File: src/rtl/eprom_prog_pkg.sv
package eprom_prog_pkg;

  typedef enum logic [3:0] {
    ST_IDLE,
    ST_CHECK,
    ST_SETUP,
    ST_VPP_ON,
    ST_PULSE,
    ST_VPP_HOLD,
    ST_RELEASE,
    ST_VERIFY,
    ST_DONE
  } prog_state_e;

  // Time in ns to whole clock cycles, rounded up, never below one.
  function automatic int ns_to_cycles(input int t_ns, input int clk_ns);
    int c;
    c = (t_ns + clk_ns - 1) / clk_ns;
    return (c < 1) ? 1 : c;
  endfunction

  function automatic int osc_to_cycles(input int n_osc, input int osc_ns, input int clk_ns);
    return ns_to_cycles(n_osc * osc_ns, clk_ns);
  endfunction

  function automatic int max2(input int a, input int b);
    return (a > b) ? a : b;
  endfunction

endpackage

File: src/rtl/eprom_prog_timer.sv
module eprom_prog_timer #(
  parameter int CNT_W = 8
) (
  input  logic             clk,
  input  logic             rst_n,
  input  logic             load,
  input  logic [CNT_W-1:0] load_val,
  output logic             zero
);

  logic [CNT_W-1:0] cnt;

  always_ff @(posedge clk or negedge rst_n) begin
    if (!rst_n)            cnt <= '0;
    else if (load)         cnt <= load_val;
    else if (cnt != '0)    cnt <= cnt - 1'b1;
  end

  assign zero = (cnt == '0);

endmodule

File: src/rtl/eprom_prog_guard.sv
module eprom_prog_guard #(
  parameter int DATA_W = 8
) (
  input  logic [DATA_W-1:0] rd_byte,
  input  logic [DATA_W-1:0] req_byte,
  output logic              illegal,
  output logic              match
);

  // A bit wanted high that already reads low cannot be written.
  assign illegal = |(req_byte & ~rd_byte);
  assign match   = (rd_byte == req_byte);

endmodule

File: src/rtl/eprom_prog_fsm.sv
module eprom_prog_fsm
  import eprom_prog_pkg::*;
#(
  parameter int CNT_W     = 8,
  parameter int VFY_CYC   = 1,
  parameter int SETUP_CYC = 1,
  parameter int VSU_CYC   = 1,
  parameter int PULSE_CYC = 1,
  parameter int VHOLD_CYC = 1,
  parameter int HOLD_CYC  = 1
) (
  input  logic             clk,
  input  logic             rst_n,
  input  logic             start,
  input  logic             tmr_zero,
  input  logic             illegal,
  input  logic             match,
  output prog_state_e      state,
  output logic             tmr_load,
  output logic [CNT_W-1:0] tmr_val,
  output logic             accept,
  output logic             check_fail_evt,
  output logic             verify_evt,
  output logic             res_pass,
  output logic             res_fail,
  output logic             res_rej
);

  prog_state_e nxt;

  always_comb begin
    nxt = state;
    unique case (state)
      ST_IDLE:     if (start)    nxt = ST_CHECK;
      ST_CHECK:    if (tmr_zero) nxt = illegal ? ST_DONE : ST_SETUP;
      ST_SETUP:    if (tmr_zero) nxt = ST_VPP_ON;
      ST_VPP_ON:   if (tmr_zero) nxt = ST_PULSE;
      ST_PULSE:    if (tmr_zero) nxt = ST_VPP_HOLD;
      ST_VPP_HOLD: if (tmr_zero) nxt = ST_RELEASE;
      ST_RELEASE:  if (tmr_zero) nxt = ST_VERIFY;
      ST_VERIFY:   if (tmr_zero) nxt = ST_DONE;
      ST_DONE:                   nxt = ST_IDLE;
      default:                   nxt = ST_IDLE;
    endcase
  end

  always_comb begin
    tmr_val = '0;
    unique case (nxt)
      ST_CHECK:    tmr_val = CNT_W'(VFY_CYC - 1);
      ST_SETUP:    tmr_val = CNT_W'(SETUP_CYC - 1);
      ST_VPP_ON:   tmr_val = CNT_W'(VSU_CYC - 1);
      ST_PULSE:    tmr_val = CNT_W'(PULSE_CYC - 1);
      ST_VPP_HOLD: tmr_val = CNT_W'(VHOLD_CYC - 1);
      ST_RELEASE:  tmr_val = CNT_W'(HOLD_CYC - 1);
      ST_VERIFY:   tmr_val = CNT_W'(VFY_CYC - 1);
      default:     tmr_val = '0;
    endcase
  end

  assign tmr_load       = (nxt != state);
  assign accept         = (state == ST_IDLE) && start;
  assign check_fail_evt = (state == ST_CHECK) && tmr_zero && illegal;
  assign verify_evt     = (state == ST_VERIFY) && tmr_zero;

  always_ff @(posedge clk or negedge rst_n) begin
    if (!rst_n) begin
      state    <= ST_IDLE;
      res_pass <= 1'b0;
      res_fail <= 1'b0;
      res_rej  <= 1'b0;
    end else begin
      state <= nxt;
      if (check_fail_evt) begin
        res_pass <= 1'b0;
        res_fail <= 1'b0;
        res_rej  <= 1'b1;
      end else if (verify_evt) begin
        res_pass <= match;
        res_fail <= !match;
        res_rej  <= 1'b0;
      end
    end
  end

endmodule

File: src/rtl/eprom_byte_prog.sv
module eprom_byte_prog
  import eprom_prog_pkg::*;
#(
  parameter int ADDR_W       = 12,
  parameter int DATA_W       = 8,
  parameter int CLK_NS       = 250,
  parameter int OSC_NS       = 250,
  parameter int EDGE_OSC     = 48,
  parameter int VPP_SETUP_NS = 10000,
  parameter int VPP_HOLD_NS  = 10000,
  parameter int PULSE_NS     = 50000000
) (
  input  logic              clk,
  input  logic              rst_n,
  input  logic              start,
  input  logic [ADDR_W-1:0] addr_in,
  input  logic [DATA_W-1:0] data_in,
  input  logic [DATA_W-1:0] rd_data,
  output logic [ADDR_W-1:0] prog_addr,
  output logic [DATA_W-1:0] prog_data,
  output logic              pgm_en,
  output logic              vpp_en,
  output logic              prog_n,
  output logic              verify_en,
  output logic              busy,
  output logic              done,
  output logic              pass,
  output logic              fail,
  output logic              reject
);

  localparam int SETUP_CYC = osc_to_cycles(EDGE_OSC, OSC_NS, CLK_NS);
  localparam int HOLD_CYC  = osc_to_cycles(EDGE_OSC, OSC_NS, CLK_NS);
  localparam int VFY_CYC   = osc_to_cycles(EDGE_OSC, OSC_NS, CLK_NS);
  localparam int VSU_CYC   = ns_to_cycles(VPP_SETUP_NS, CLK_NS);
  localparam int VHOLD_CYC = ns_to_cycles(VPP_HOLD_NS, CLK_NS);
  localparam int PULSE_CYC = ns_to_cycles(PULSE_NS, CLK_NS);
  localparam int MAX_CYC   = max2(max2(max2(SETUP_CYC, VSU_CYC), max2(PULSE_CYC, VHOLD_CYC)),
                                  max2(HOLD_CYC, VFY_CYC));
  localparam int CNT_W     = $clog2(MAX_CYC + 1);

  prog_state_e      state;
  logic             tmr_load, tmr_zero;
  logic [CNT_W-1:0] tmr_val;
  logic             accept, check_fail_evt, verify_evt;
  logic             illegal, match;
  logic             res_pass, res_fail, res_rej;
  logic [ADDR_W-1:0] req_addr;
  logic [DATA_W-1:0] req_data;

  always_ff @(posedge clk or negedge rst_n) begin
    if (!rst_n) begin
      req_addr <= '0;
      req_data <= '0;
    end else if (accept) begin
      req_addr <= addr_in;
      req_data <= data_in;
    end
  end

  eprom_prog_timer #(.CNT_W(CNT_W)) u_timer (
    .clk      (clk),
    .rst_n    (rst_n),
    .load     (tmr_load),
    .load_val (tmr_val),
    .zero     (tmr_zero)
  );

  eprom_prog_guard #(.DATA_W(DATA_W)) u_guard (
    .rd_byte  (rd_data),
    .req_byte (req_data),
    .illegal  (illegal),
    .match    (match)
  );

  eprom_prog_fsm #(
    .CNT_W     (CNT_W),
    .VFY_CYC   (VFY_CYC),
    .SETUP_CYC (SETUP_CYC),
    .VSU_CYC   (VSU_CYC),
    .PULSE_CYC (PULSE_CYC),
    .VHOLD_CYC (VHOLD_CYC),
    .HOLD_CYC  (HOLD_CYC)
  ) u_fsm (
    .clk            (clk),
    .rst_n          (rst_n),
    .start          (start),
    .tmr_zero       (tmr_zero),
    .illegal        (illegal),
    .match          (match),
    .state          (state),
    .tmr_load       (tmr_load),
    .tmr_val        (tmr_val),
    .accept         (accept),
    .check_fail_evt (check_fail_evt),
    .verify_evt     (verify_evt),
    .res_pass       (res_pass),
    .res_fail       (res_fail),
    .res_rej        (res_rej)
  );

  // Pin levels decoded from the state register.
  assign prog_addr = req_addr;
  assign prog_data = req_data;
  assign busy      = (state != ST_IDLE);
  assign verify_en = (state == ST_CHECK) || (state == ST_VERIFY);
  assign pgm_en    = (state == ST_SETUP) || (state == ST_VPP_ON) || (state == ST_PULSE) ||
                     (state == ST_VPP_HOLD) || (state == ST_RELEASE);
  assign vpp_en    = (state == ST_VPP_ON) || (state == ST_PULSE) || (state == ST_VPP_HOLD);
  assign prog_n    = (state != ST_PULSE);
  assign done      = (state == ST_DONE);
  assign pass      = done && res_pass;
  assign fail      = done && res_fail;
  assign reject    = done && res_rej;

endmodule

File: config.mk
export PLATFORM = sky130hd
export DESIGN_NAME = eprom_byte_prog
export DESIGN_NICKNAME = d
export VERILOG_FILES = /design/src/rtl/eprom_prog_pkg.sv /design/src/rtl/eprom_prog_timer.sv /design/src/rtl/eprom_prog_guard.sv /design/src/rtl/eprom_prog_fsm.sv /design/src/rtl/eprom_byte_prog.sv
export SDC_FILE = /design/constraint.sdc
export NUM_CORES = 1
export LEC_CHECK = 0
export BUFFER_PORTS_ARGS = -buffer_cell sky130_fd_sc_hd__buf_2
export CORE_UTILIZATION = 40
export CTS_CLUSTER_SIZE = 25
export DETAILED_ROUTE_END_ITERATION = 6
export PLACE_DENSITY = 0.63
export SYNTH_ARGS = -nofsm -noshare
export SYNTH_HDL_FRONTEND = slang
export SYNTH_HIERARCHICAL = 1
export SYNTH_SLANG_ARGS = --single-unit
File: constraint.sdc
create_clock -name clk -period 3.7 [get_ports clk]
set_input_delay 0.185 -clock clk [delete_from_list [all_inputs] [get_ports clk]]
set_output_delay 0.185 -clock clk [all_outputs]
set_load 0.01 [all_outputs]
==> flow_summary.json <==
{
  "status": "finished clean",
  "dp.cells": 374,
  "fin_nets": 344,
  "setup_viol": 0,
  "clock_latency_ns": 0.30,
  "reg2reg_to": "u_timer/cnt[11]",
  "grt_pass1_wl_um": 9210,
  "ant_nets": 0,
  "cts-root-buf": "clkbuf_8",
  "layout-drive-gt1-share": 0.338,
  "finalMaxSlewViolations": 0,
  "vias": 1971,
  "ctsResizeCount": 0,
  "period_needed_ns": 3.25,
  "cts_setup_buffers": 0,
  "hp-class": "primary input to async pin",
  "fin_skew_ns": 0.0124,
  "grt_max_degree": 46,
  "clock-sinks": 45,
  "htree_levels": 2,
  "syn_to_final_growth_pct": 12.5,
  "syn_inst": 259,
  "diodes": 0,
  "dr.pass1.iters": 4,
  "post_synth.cell_area_avg_um2": 10.4,
  "wirelength_um": 5080,
  "rows": 29,
  "worstPathArrival_ns": 3.46,
  "numCtsBuffers": 5,
  "worstSetupPathType": "flip-flop to flip-flop",
  "die_area_mm2": 0.00710,
  "rr_startpoint": "u_timer/cnt[0]",
  "dp_hpwl_um": 3670,
  "rsz0062_at_grt": "false",
  "fin_util": 0.474,
  "end_kind": "flip-flop",
  "antenna_found_initial": 0,
  "worstSetupStartpointType": "flip-flop",
  "clkTransAtPathRegs_ns": 0.09,
  "hold_viol": 0,
  "worst_slew_pin_slew_ns": 0.981,
  "startpoint": "u_timer/cnt[0]",
  "cellLeakagePower_nw": 1.38,
  "die_y_um": 84.3,
  "final_cells": 382,
  "tns_ns": 0,
  "ir_drop_uv": 233,
  "grt_pass1_vias": 2040,
  "fin_crit_sh": 0.878,
  "crit_fanout": 11,
  "grt_use_total": 0.161,
  "gp_congestion": 0.806,
  "die_x_um": 84.3,
  "cts_tree": "yes",
  "avgViaCountPerCell": 5.16,
  "fin_hold_ws_ns": 0.0480,
  "powerDensity_mw_per_mm2": 434,
  "cts.path.max_buffers": 2,
  "grt_overflow": 0,
  "portBuffers": 59,
  "drc_errors": 0,
  "syn_area_mm2": 0.00271,
  "cts_hold_buf": 0,
  "drt_iter0_markers": 119,
  "ff2ff_path_depth": 10,
  "cp_data_required_time_ns": 3.91,
  "fmax_ghz": 0.308,
  "ios": 60,
  "max_cap_violations": 0,
  "core_area_mm2": 0.00642,
  "initial_core_util": 0.421,
  "routedWlPerCell_um": 13.3,
  "relSlewSlack": 0.346,
  "ys_warn_count": 6,
  "ff2ff_setup_slack_ns": 0.45
}
==> cells in the final DEF (no fill, tap or decap), types with 2 or more instances in the layout <==
| master | instances |
|---|---|
| and2_1 | 3 |
| inv_1 | 15 |
| buf_2 | 59 |
| nand2_1 | 16 |
| ha_1 | 9 |
| mux2_2 | 20 |
| a21oi_1 | 7 |
| xor2_1 | 3 |
| o21ai_0 | 4 |
| o31ai_1 | 4 |
| or4_1 | 3 |
| o21a_1 | 2 |
| conb_1 | 7 |
| nand4_1 | 3 |
| or2_2 | 2 |
| nand2b_1 | 5 |
| nor4b_4 | 2 |
| nand3_1 | 4 |
| nor2_1 | 15 |
| a211oi_1 | 10 |
| a21o_1 | 3 |
| dfrtp_1 | 45 |
| a31o_1 | 2 |
| nor3b_1 | 3 |
| or4_4 | 4 |
| nor4_1 | 3 |
| clkbuf_8 | 6 |
| xnor2_1 | 11 |
| nor3_1 | 9 |
| o21ai_1 | 3 |
==> power breakdown <==
| part | internal, mW | switching (mW) |
|---|---|---|
| Sequential | 0.576 | 0.0824 |
| Combinational | 0.153 | 0.125 |
| Clock | 0.220 | 0.164 |
==> state kept, by name (all words and copies together) (netlist names) <==
name,count
u_fsm/res_fail,1
prog_addr,12
u_fsm/state,4
u_fsm/res_pass,1
prog_data,8
u_fsm/res_rej,1
u_timer/cnt,18
==> worst max-delay path by stage <==
stage | endpoint | slack [ns] | depth (start not counted)
after floorplan | u_timer/cnt[11] | 0.76 | 13
after CTS | u_timer/cnt[11] | 0.43 | 10
after detailed placement | u_timer/cnt[11] | 0.44 | 10
after global placement | u_timer/cnt[11] | 0.53 | 10
after global routing | u_timer/cnt[11] | 0.10 | 10
final | u_timer/cnt[11] | 0.45 | 10
==> routing by layer <==
layer / global-route usage / routed length [µm]
met5: 0 / 0
met4: 0.0580 / 58
met3: 0.0364 / 233
met2: 0.265 / 2350
met1: 0.208 / 2440
==> worst max-delay path, stage by stage (launching register included) <==
cell      delay [ns]
dfrtp_1         0.39
inv_1           0.09
ha_1            0.22
or4b_4          0.49
or2_1           0.39
nor4_4          0.59
nand3_1         0.16
nand2b_1        0.20
a21oi_1         0.36
nor2_1          0.08
a211oi_1        0.21
==> through the flow <==
step	cell area, µm²	setup WS (ns)	power [mW]
global placement	2930	0.531	0.935
detailed placement	2930	0.443	0.949
finish	3050	0.452	1.32
global route	3050	0.103	1.40
CTS	3050	0.432	1.34
floorplan	2730	0.756	0.852
==> layout make-up <==
class,instances,area [µm²]
inverter,15,56.3
fill,609,3380
clock inverter,1,30.0
sequential,45,1130
tap,77,96.3
timing repair buffer,60,303
multi-input combinational,177,1350
clock buffer,7,86.3
Note: power is estimated with default switching activity, not from simulation.
